`config.mk`:
```
export PLATFORM = sky130hd
export DESIGN_NAME = rxq_pop_ctrl
export DESIGN_NICKNAME = d
export VERILOG_FILES = /design/src/rtl/rxq_pkg.sv /design/src/rtl/rxq_pop_sel.sv /design/src/rtl/rxq_ring_ptr.sv /design/src/rtl/rxq_level.sv /design/src/rtl/rxq_pop_ctrl.sv
export SDC_FILE = /design/constraint.sdc
export NUM_CORES = 1
export LEC_CHECK = 0
export BUFFER_PORTS_ARGS = -buffer_cell sky130_fd_sc_hd__buf_4
export CAP_MARGIN = 10
export CORE_MARGIN = 10
export CORE_UTILIZATION = 40
export DETAILED_ROUTE_END_ITERATION = 10
export PLACE_DENSITY = 0.72
export SLEW_MARGIN = 15
export SYNTH_ARGS = -nofsm -noshare
export SYNTH_HDL_FRONTEND = slang
export SYNTH_SLANG_ARGS = --single-unit
```
`constraint.sdc`:
```
create_clock -name clk -period 4.28 [get_ports clk]
set_input_delay 0 -clock clk [delete_from_list [all_inputs] [get_ports clk]]
set_output_delay 0 -clock clk [all_outputs]
set_load 0.03 [all_outputs]
```
`src/rtl/rxq_pkg.sv`:
```
package rxq_pkg;
  typedef enum logic {
    POP_BY_FLAG  = 1'b0,
    POP_BY_COUNT = 1'b1
  } pop_mode_e;
endpackage

```
`src/rtl/rxq_pop_sel.sv`:
```
// Turns the software pop request into the number of entries actually removed.
module rxq_pop_sel
  import rxq_pkg::*;
#(
  parameter int CNT_W = 6
) (
  input  logic             clk,
  input  logic             rst_n,
  input  pop_mode_e        mode,
  input  logic             cnt_vld,
  input  logic [CNT_W-1:0] cnt,
  input  logic             flag_clr,
  input  logic [CNT_W-1:0] fill,
  output logic [CNT_W-1:0] removed
);
  logic [CNT_W-1:0] req;

  always_comb begin
    req = '0;
    if (mode == POP_BY_COUNT) begin
      if (cnt_vld) req = cnt;
    end else begin
      if (flag_clr) req = CNT_W'(1);
    end
    removed = (req > fill) ? fill : req;
  end

  // the amount removed never exceeds what the queue holds
  a_r3_pop_bounded: assert property (@(posedge clk) disable iff (!rst_n)
    removed <= fill);

  // a count request is inert in flag mode
  a_r7_count_gated: assert property (@(posedge clk) disable iff (!rst_n)
    (mode == POP_BY_FLAG && !flag_clr) |-> removed == '0);
endmodule

```
`src/rtl/rxq_ring_ptr.sv`:
```
// Offset pointer inside the window; the offset wraps modulo the window depth.
module rxq_ring_ptr #(
  parameter int IDX_W = 5,
  parameter int CNT_W = IDX_W + 1
) (
  input  logic             clk,
  input  logic             rst_n,
  input  logic [IDX_W-1:0] start,
  input  logic [CNT_W-1:0] depth,
  input  logic [CNT_W-1:0] step,
  output logic [IDX_W-1:0] idx
);
  localparam int SUM_W = CNT_W + 1;

  logic [CNT_W-1:0] off_q, off_d;
  logic [SUM_W-1:0] sum;
  logic             adv_en;

  assign adv_en = (step != '0);

  always_comb begin
    sum   = {1'b0, off_q} + {1'b0, step};
    off_d = off_q;
    if (adv_en) begin
      if (sum >= {1'b0, depth}) off_d = CNT_W'(sum - {1'b0, depth});
      else                       off_d = sum[CNT_W-1:0];
    end
  end

  always_ff @(posedge clk or negedge rst_n) begin
    if (!rst_n)      off_q <= '0;
    else if (adv_en) off_q <= off_d;
  end

  assign idx = start + off_q[IDX_W-1:0];

  // the offset always stays inside the window
  a_r4_offset_in_window: assert property (@(posedge clk) disable iff (!rst_n)
    off_q < depth);

  // the pointer holds when nothing is consumed
  a_r4_hold_on_zero: assert property (@(posedge clk) disable iff (!rst_n)
    !adv_en |=> $stable(off_q));
endmodule

```
`src/rtl/rxq_level.sv`:
```
// Fill-level counter, push acceptance and overflow pulse.
module rxq_level #(
  parameter int CNT_W = 6
) (
  input  logic             clk,
  input  logic             rst_n,
  input  logic [CNT_W-1:0] depth,
  input  logic             push,
  input  logic [CNT_W-1:0] removed,
  output logic             push_ok,
  output logic [CNT_W-1:0] fill,
  output logic             ovf
);
  logic [CNT_W-1:0] fill_q, fill_d;
  logic             ovf_q, ovf_d;
  logic             full;
  logic             fill_en;

  assign full    = (fill_q == depth);
  assign push_ok = push && !full;
  assign fill_en = push_ok || (removed != '0);

  always_comb begin
    fill_d = fill_q - removed + CNT_W'(push_ok);
    ovf_d  = push && full;
  end

  always_ff @(posedge clk or negedge rst_n) begin
    if (!rst_n) begin
      fill_q <= '0;
      ovf_q  <= 1'b0;
    end else begin
      if (fill_en) fill_q <= fill_d;
      ovf_q <= ovf_d;
    end
  end

  assign fill = fill_q;
  assign ovf  = ovf_q;

  // the fill level never exceeds the depth
  a_r10_no_overflow: assert property (@(posedge clk) disable iff (!rst_n)
    fill_q <= depth);

  // the pulse only follows a push against a full queue
  a_r10_pulse_cause: assert property (@(posedge clk) disable iff (!rst_n)
    ovf_q |-> $past(push) && $past(fill_q) == depth);

  // the pulse lasts a single cycle unless pushes keep hitting a full queue
  a_r10_pulse_single: assert property (@(posedge clk) disable iff (!rst_n)
    (ovf_q && !(push && full)) |=> !ovf_q);
endmodule

```
`src/rtl/rxq_pop_ctrl.sv`:
```
module rxq_pop_ctrl
  import rxq_pkg::*;
#(
  parameter int IDX_W = 5
) (
  input  logic             clk,
  input  logic             rst_n,
  input  logic [IDX_W-1:0] cfg_start,
  input  logic [IDX_W:0]   cfg_depth,
  input  logic             cfg_count_mode,
  input  logic             push,
  input  logic             pop_cnt_vld,
  input  logic [IDX_W:0]   pop_cnt,
  input  logic             flag_clr,
  output logic [IDX_W:0]   fill_lvl,
  output logic [IDX_W-1:0] rd_idx,
  output logic [IDX_W-1:0] wr_idx,
  output logic             ovf_pulse
);
  localparam int CNT_W = IDX_W + 1;

  pop_mode_e        mode;
  logic [CNT_W-1:0] removed;
  logic             push_ok;
  logic [CNT_W-1:0] push_step;

  assign mode      = cfg_count_mode ? POP_BY_COUNT : POP_BY_FLAG;
  assign push_step = CNT_W'(push_ok);

  rxq_pop_sel #(.CNT_W(CNT_W)) u_sel (
    .clk      (clk),
    .rst_n    (rst_n),
    .mode     (mode),
    .cnt_vld  (pop_cnt_vld),
    .cnt      (pop_cnt),
    .flag_clr (flag_clr),
    .fill     (fill_lvl),
    .removed  (removed)
  );

  rxq_level #(.CNT_W(CNT_W)) u_lvl (
    .clk     (clk),
    .rst_n   (rst_n),
    .depth   (cfg_depth),
    .push    (push),
    .removed (removed),
    .push_ok (push_ok),
    .fill    (fill_lvl),
    .ovf     (ovf_pulse)
  );

  rxq_ring_ptr #(.IDX_W(IDX_W), .CNT_W(CNT_W)) u_rd (
    .clk   (clk),
    .rst_n (rst_n),
    .start (cfg_start),
    .depth (cfg_depth),
    .step  (removed),
    .idx   (rd_idx)
  );

  rxq_ring_ptr #(.IDX_W(IDX_W), .CNT_W(CNT_W)) u_wr (
    .clk   (clk),
    .rst_n (rst_n),
    .start (cfg_start),
    .depth (cfg_depth),
    .step  (push_step),
    .idx   (wr_idx)
  );

  // a flag pop on an empty queue leaves everything alone
  a_r6_empty_flag_ignored: assert property (@(posedge clk) disable iff (!rst_n)
    (!cfg_count_mode && flag_clr && fill_lvl == '0 && !push)
      |=> $stable(rd_idx) && fill_lvl == '0);

  // a flag pop on a non-empty queue takes exactly one entry
  a_r5_flag_pops_one: assert property (@(posedge clk) disable iff (!rst_n)
    (!cfg_count_mode && flag_clr && fill_lvl != '0 && !push)
      |=> fill_lvl == $past(fill_lvl) - 1'b1);
endmodule

```
==> impl_metrics.sql <==
INSERT INTO impl_metrics (metric_group, metric, value, unit) VALUES
('status', 'outcome', 'finished clean', ''),
('grt', 'antenna_violations_before_repair', '0', ''),
('routing', 'drt-total-wl', '7.17', 'mm'),
('finish', 'multiInputGateArea', '0.00207', 'sq mm'),
('worst_setup_path', 'cp.required', '4420', 'ps'),
('finish', 'layout.area.seq', '479', 'sq um'),
('synth', 'asyncSetResetFlopFracSynth', '1.00', ''),
('synth', 'syn_nets', '382', ''),
('clocking', 'cts_buffers', '3', ''),
('worst_setup_path', 'critical_path_peak_fanout', '5', ''),
('worst_setup_path', 'path_cells', 'inv_1, ha_1, nand4_1, a21oi_2, o32a_4, mux2i_4, ha_2, inv_1, fa_2, inv_1, ha_1, nor2b_1, o31a_1, o21a_1, or4_1, o211ai_1, o21ai_1', ''),
('worst_setup_path', 'critical_path.max_stage_delay', '520', 'ps'),
('synth', 'post_synth.cell_area_avg', '8.59', 'sq um'),
('worst_setup_path', 'kind_of_cell_adding_the_most_delay_to_the_critical_path', 'adder cells', ''),
('finish', 'finish.net_count', '435', ''),
('routing', 'detail_route.first_pass.iterations', '4', ''),
('synth', 'synth-seq-area-share', '0.180', ''),
('worst_setup_path', 'reg2reg_capture_point', 'u_rd.off_q[5]$_DFFE_PN0P_', ''),
('worst_setup_path', 'cp_data_arrival_time', '4300', 'ps'),
('routing', 'antenna_violating_nets_post_route', '0', ''),
('routing', 'post_drt_wl_per_cell', '16.4', 'um'),
('min_path', 'holdCritPathClass', 'in -> reg', ''),
('synth', 'synth_enable_flop_cells', '0', ''),
('sta', 'max_slew_margin', '0.670', ''),
('min_path', 'holdPathStages', '4', ''),
('synth', 'syn-instance-count', '307', ''),
('worst_setup_path', 'reg2regPathDepth', '17', ''),
('finish', 'diodes', '0', ''),
('worst_setup_path', 'critical-path-slowest-cell', 'sky130_fd_sc_hd__fa_2', ''),
('finish', 'final.fill_count', '592', ''),
('sta', 'fmaxAchievable', '240', 'MHz'),
('job', 'timing.max_cap.violations', '0', ''),
('place', 'finalWeightedCongestion', '0.898', ''),
('die', 'die-area', '0.0102', 'sq mm'),
('finish', 'finalCoreUtilization', '0.511', ''),
('sta', 'finalCritPeriodShare', '0.973', ''),
('routing', 'detail_route.vias_per_cell', '5.59', ''),
('clocking', 'clkSlewWorstSetupHoldPaths', '80', 'ps'),
('clocking', 'clkLatencyLatePin', '270', 'ps'),
('sta', 'hold_violations', '0', ''),
('place', 'numPortBuffers', '39', ''),
('grt', 'grt_max_degree', '20', ''),
('place', 'hpwlAfterDp', '5.91', 'mm'),
('clocking', 'cts_tree', 'done', ''),
('worst_setup_path', 'regToRegStartpoint', 'u_lvl.fill[3]$_DFFE_PN0P_', ''),
('grt', 'via_count_of_the_first_global_routing_pass', '2455', ''),
('sta', 'worst_pin_slew', '484', 'ps'),
('die', 'floorplan.die.height', '101', 'um'),
('worst_setup_path', 'worstPathBufferInverterCount', '3', ''),
('sta', 'maxSlewViolCount', '0', ''),
('routing', 'via_count', '2436', ''),
('die', 'floorplan.core_area', '0.00639', 'sq mm'),
('synth', 'postSynthRegisterBits', '19', ''),
('worst_setup_path', 'type_of_origin_of_the_critical_path', 'register', ''),
('worst_setup_path', 'timing.reg2reg.setup_slack', '120', 'ps'),
('clocking', 'htree_levels', '1', ''),
('finish', 'synthToLayoutAreaGrowth', '23.8', '%'),
('routing', 'dr.first_iter.drc_count', '156', ''),
('die', 'ioPinCount', '40', ''),
('die', 'initial_utilization', '0.413', ''),
('routing', 'drc', '0', ''),
('worst_setup_path', 'timing.critical_path.to_type', 'register', ''),
('clocking', 'cts.root.buffer_cell', 'sky130_fd_sc_hd__clkbuf_8', ''),
('die', 'std_cell_rows', '29', ''),
('synth', 'synth-warning-count', '0', ''),
('sta', 'finClkSkew', '2.67', 'ps'),
('synth', 'synth_area', '0.00264', 'sq mm'),
('clocking', 'clkSinkCount', '19', ''),
('grt', 'global_route.usage.total', '0.140', ''),
('worst_setup_path', 'timing_worst_setup_path_type', 'reg -> reg', ''),
('clocking', 'clock_path_buffers', '2', '');
-- what timing repair did --
| action | CTS | global route |
|---|---|---|
| hold buffers | 2 | 0 |
| setup endpoints to repair | 1 | 6 |
| hold endpoints to repair | 20 | 0 |
| resized for setup | 1 | 16 |
| buffers inserted | 0 | 4 |
| pin swaps | 0 | 6 |
-- layout make-up --
| cell class | count | share of cell area |
|---|---|---|
| Multi-Input combinational cell | 238 | 0.634 |
| Timing Repair Buffer | 54 | 0.126 |
| Sequential cell | 19 | 0.147 |
| Tap cell | 77 | 0.0295 |
| Clock buffer | 4 | 0.0138 |
| Inverter | 44 | 0.0506 |
-- synth_stat cells (2+ instances only) --
cell / count / area [sq um]
sky130_fd_sc_hd__mux2i_1: 8 / 80.1
sky130_fd_sc_hd__a311oi_1: 2 / 17.5
sky130_fd_sc_hd__clkbuf_1: 2 / 7.51
sky130_fd_sc_hd__o21a_1: 4 / 30.0
sky130_fd_sc_hd__xor2_1: 9 / 78.8
sky130_fd_sc_hd__a21oi_1: 23 / 115
sky130_fd_sc_hd__nor3b_1: 2 / 15.0
sky130_fd_sc_hd__xnor2_1: 20 / 175
sky130_fd_sc_hd__o31a_1: 2 / 17.5
sky130_fd_sc_hd__o211ai_1: 3 / 22.5
sky130_fd_sc_hd__nand3_1: 10 / 50.1
sky130_fd_sc_hd__buf_2: 3 / 15.0
sky130_fd_sc_hd__and3_1: 7 / 43.8
sky130_fd_sc_hd__ha_1: 46 / 576
sky130_fd_sc_hd__nor2_1: 8 / 30.0
sky130_fd_sc_hd__dfrtp_1: 19 / 475
sky130_fd_sc_hd__o21ai_0: 17 / 85.1
sky130_fd_sc_hd__inv_1: 44 / 165
sky130_fd_sc_hd__nand4_1: 2 / 12.5
sky130_fd_sc_hd__mux2_2: 5 / 56.3
sky130_fd_sc_hd__o31ai_1: 2 / 15.0
sky130_fd_sc_hd__nor2b_1: 3 / 18.8
sky130_fd_sc_hd__a21o_1: 10 / 75.1
sky130_fd_sc_hd__fa_1: 6 / 120
sky130_fd_sc_hd__and2_1: 2 / 12.5
sky130_fd_sc_hd__a31oi_1: 5 / 31.3
sky130_fd_sc_hd__nor4_1: 3 / 18.8
sky130_fd_sc_hd__nand2_1: 17 / 63.8
-- stage by stage --
stage	setup WS [ps]	hold slack, ps	setup TNS (ps)	instance area, sq um	cells
6_report	117	63.4	0	3260	436
5_1_grt	-58.7	89.1	-182	3260	436
2_1_floorplan	45.3	-296	0	2660	307
3_5_place_dp	11.3	-97.3	0	3080	426
3_3_place_gp	135	-101	0	3080	426
4_1_cts	11.1	62.2	0	3160	432
-- cells by family after synthesis --
group / after synthesis / synth area share
AO/OA/AOI/OAI: 80 / 0.195
XOR/XNOR: 29 / 0.0963
adder cells (fa/ha/maj): 52 / 0.264
buffers and inverters: 50 / 0.0740
flip-flops: 19 / 0.180
multiplexers: 15 / 0.0659
AND/OR/NAND/NOR: 62 / 0.124
-- worst max path at each step --
stage | end | slack [ps] | cells after the start
after CTS | u_rd.off_q[4]$_DFFE_PN0P_ | 10 | 19
after detailed placement | u_rd.off_q[5]$_DFFE_PN0P_ | 10 | 17
after global routing | u_rd.off_q[3]$_DFFE_PN0P_ | -60 | 18
after floorplan | u_rd.off_q[0]$_DFFE_PN0P_ | 50 | 18
after global placement | u_rd.off_q[5]$_DFFE_PN0P_ | 130 | 17
final | u_rd.off_q[5]$_DFFE_PN0P_ | 120 | 17
-- per-layer routing --
metal / up-vias / global-route usage / share of wire
li1: 1196 / - / -
met1: 1160 / 0.183 / 0.44
met2: 73 / 0.233 / 0.48
met3: 7 / 0.0252 / 0.073
met4: 0 / 0.0332 / 0.011
met5: - / 0 / 0
-- worst register-to-register path, cell delays in order, from the launching register on --
cell,delay (ps)
sky130_fd_sc_hd__dfrtp_2,410
sky130_fd_sc_hd__inv_1,80
sky130_fd_sc_hd__ha_1,250
sky130_fd_sc_hd__nand4_1,160
sky130_fd_sc_hd__a21oi_2,60
sky130_fd_sc_hd__o32a_4,410
sky130_fd_sc_hd__mux2i_4,190
sky130_fd_sc_hd__ha_2,210
sky130_fd_sc_hd__inv_1,60
sky130_fd_sc_hd__fa_2,520
sky130_fd_sc_hd__inv_1,80
sky130_fd_sc_hd__ha_1,290
sky130_fd_sc_hd__nor2b_1,140
sky130_fd_sc_hd__o31a_1,320
sky130_fd_sc_hd__o21a_1,190
sky130_fd_sc_hd__or4_1,460
sky130_fd_sc_hd__o211ai_1,130
sky130_fd_sc_hd__o21ai_1,80
-- flip-flops by register name, summed over array words and instances (netlist names) --
signal,cells
u_wr.off_q,6
u_lvl.ovf,1
u_rd.off_q,6
u_lvl.fill,6
-- cells in the final DEF (no fill, tap or decap), types with 2 or more instances in the layout --
cell and n:
sky130_fd_sc_hd__a21o_1 10, sky130_fd_sc_hd__a21oi_1 20, sky130_fd_sc_hd__a21oi_2 3, sky130_fd_sc_hd__a31oi_1 5, sky130_fd_sc_hd__and2_1 2, sky130_fd_sc_hd__and3_1 7
sky130_fd_sc_hd__buf_4 52, sky130_fd_sc_hd__clkbuf_8 3, sky130_fd_sc_hd__dfrtp_1 16, sky130_fd_sc_hd__dfrtp_2 3, sky130_fd_sc_hd__dlygate4sd3_1 2, sky130_fd_sc_hd__fa_1 5
sky130_fd_sc_hd__ha_1 43, sky130_fd_sc_hd__ha_2 2, sky130_fd_sc_hd__inv_1 43, sky130_fd_sc_hd__mux2_2 5, sky130_fd_sc_hd__mux2i_1 7, sky130_fd_sc_hd__mux2i_4 2
sky130_fd_sc_hd__nand2_1 16, sky130_fd_sc_hd__nand3_1 9, sky130_fd_sc_hd__nand4_1 2, sky130_fd_sc_hd__nor2_1 8, sky130_fd_sc_hd__nor2b_1 3, sky130_fd_sc_hd__nor3b_1 2
sky130_fd_sc_hd__nor4_1 3, sky130_fd_sc_hd__o211ai_1 3, sky130_fd_sc_hd__o21a_1 4, sky130_fd_sc_hd__o21ai_0 16, sky130_fd_sc_hd__o21ai_1 2, sky130_fd_sc_hd__o31a_1 2
sky130_fd_sc_hd__xnor2_1 19, sky130_fd_sc_hd__xor2_1 8
Power is not shown: default switching activity piles up to over one toggle a cycle in this logic, so the estimate is an artifact.
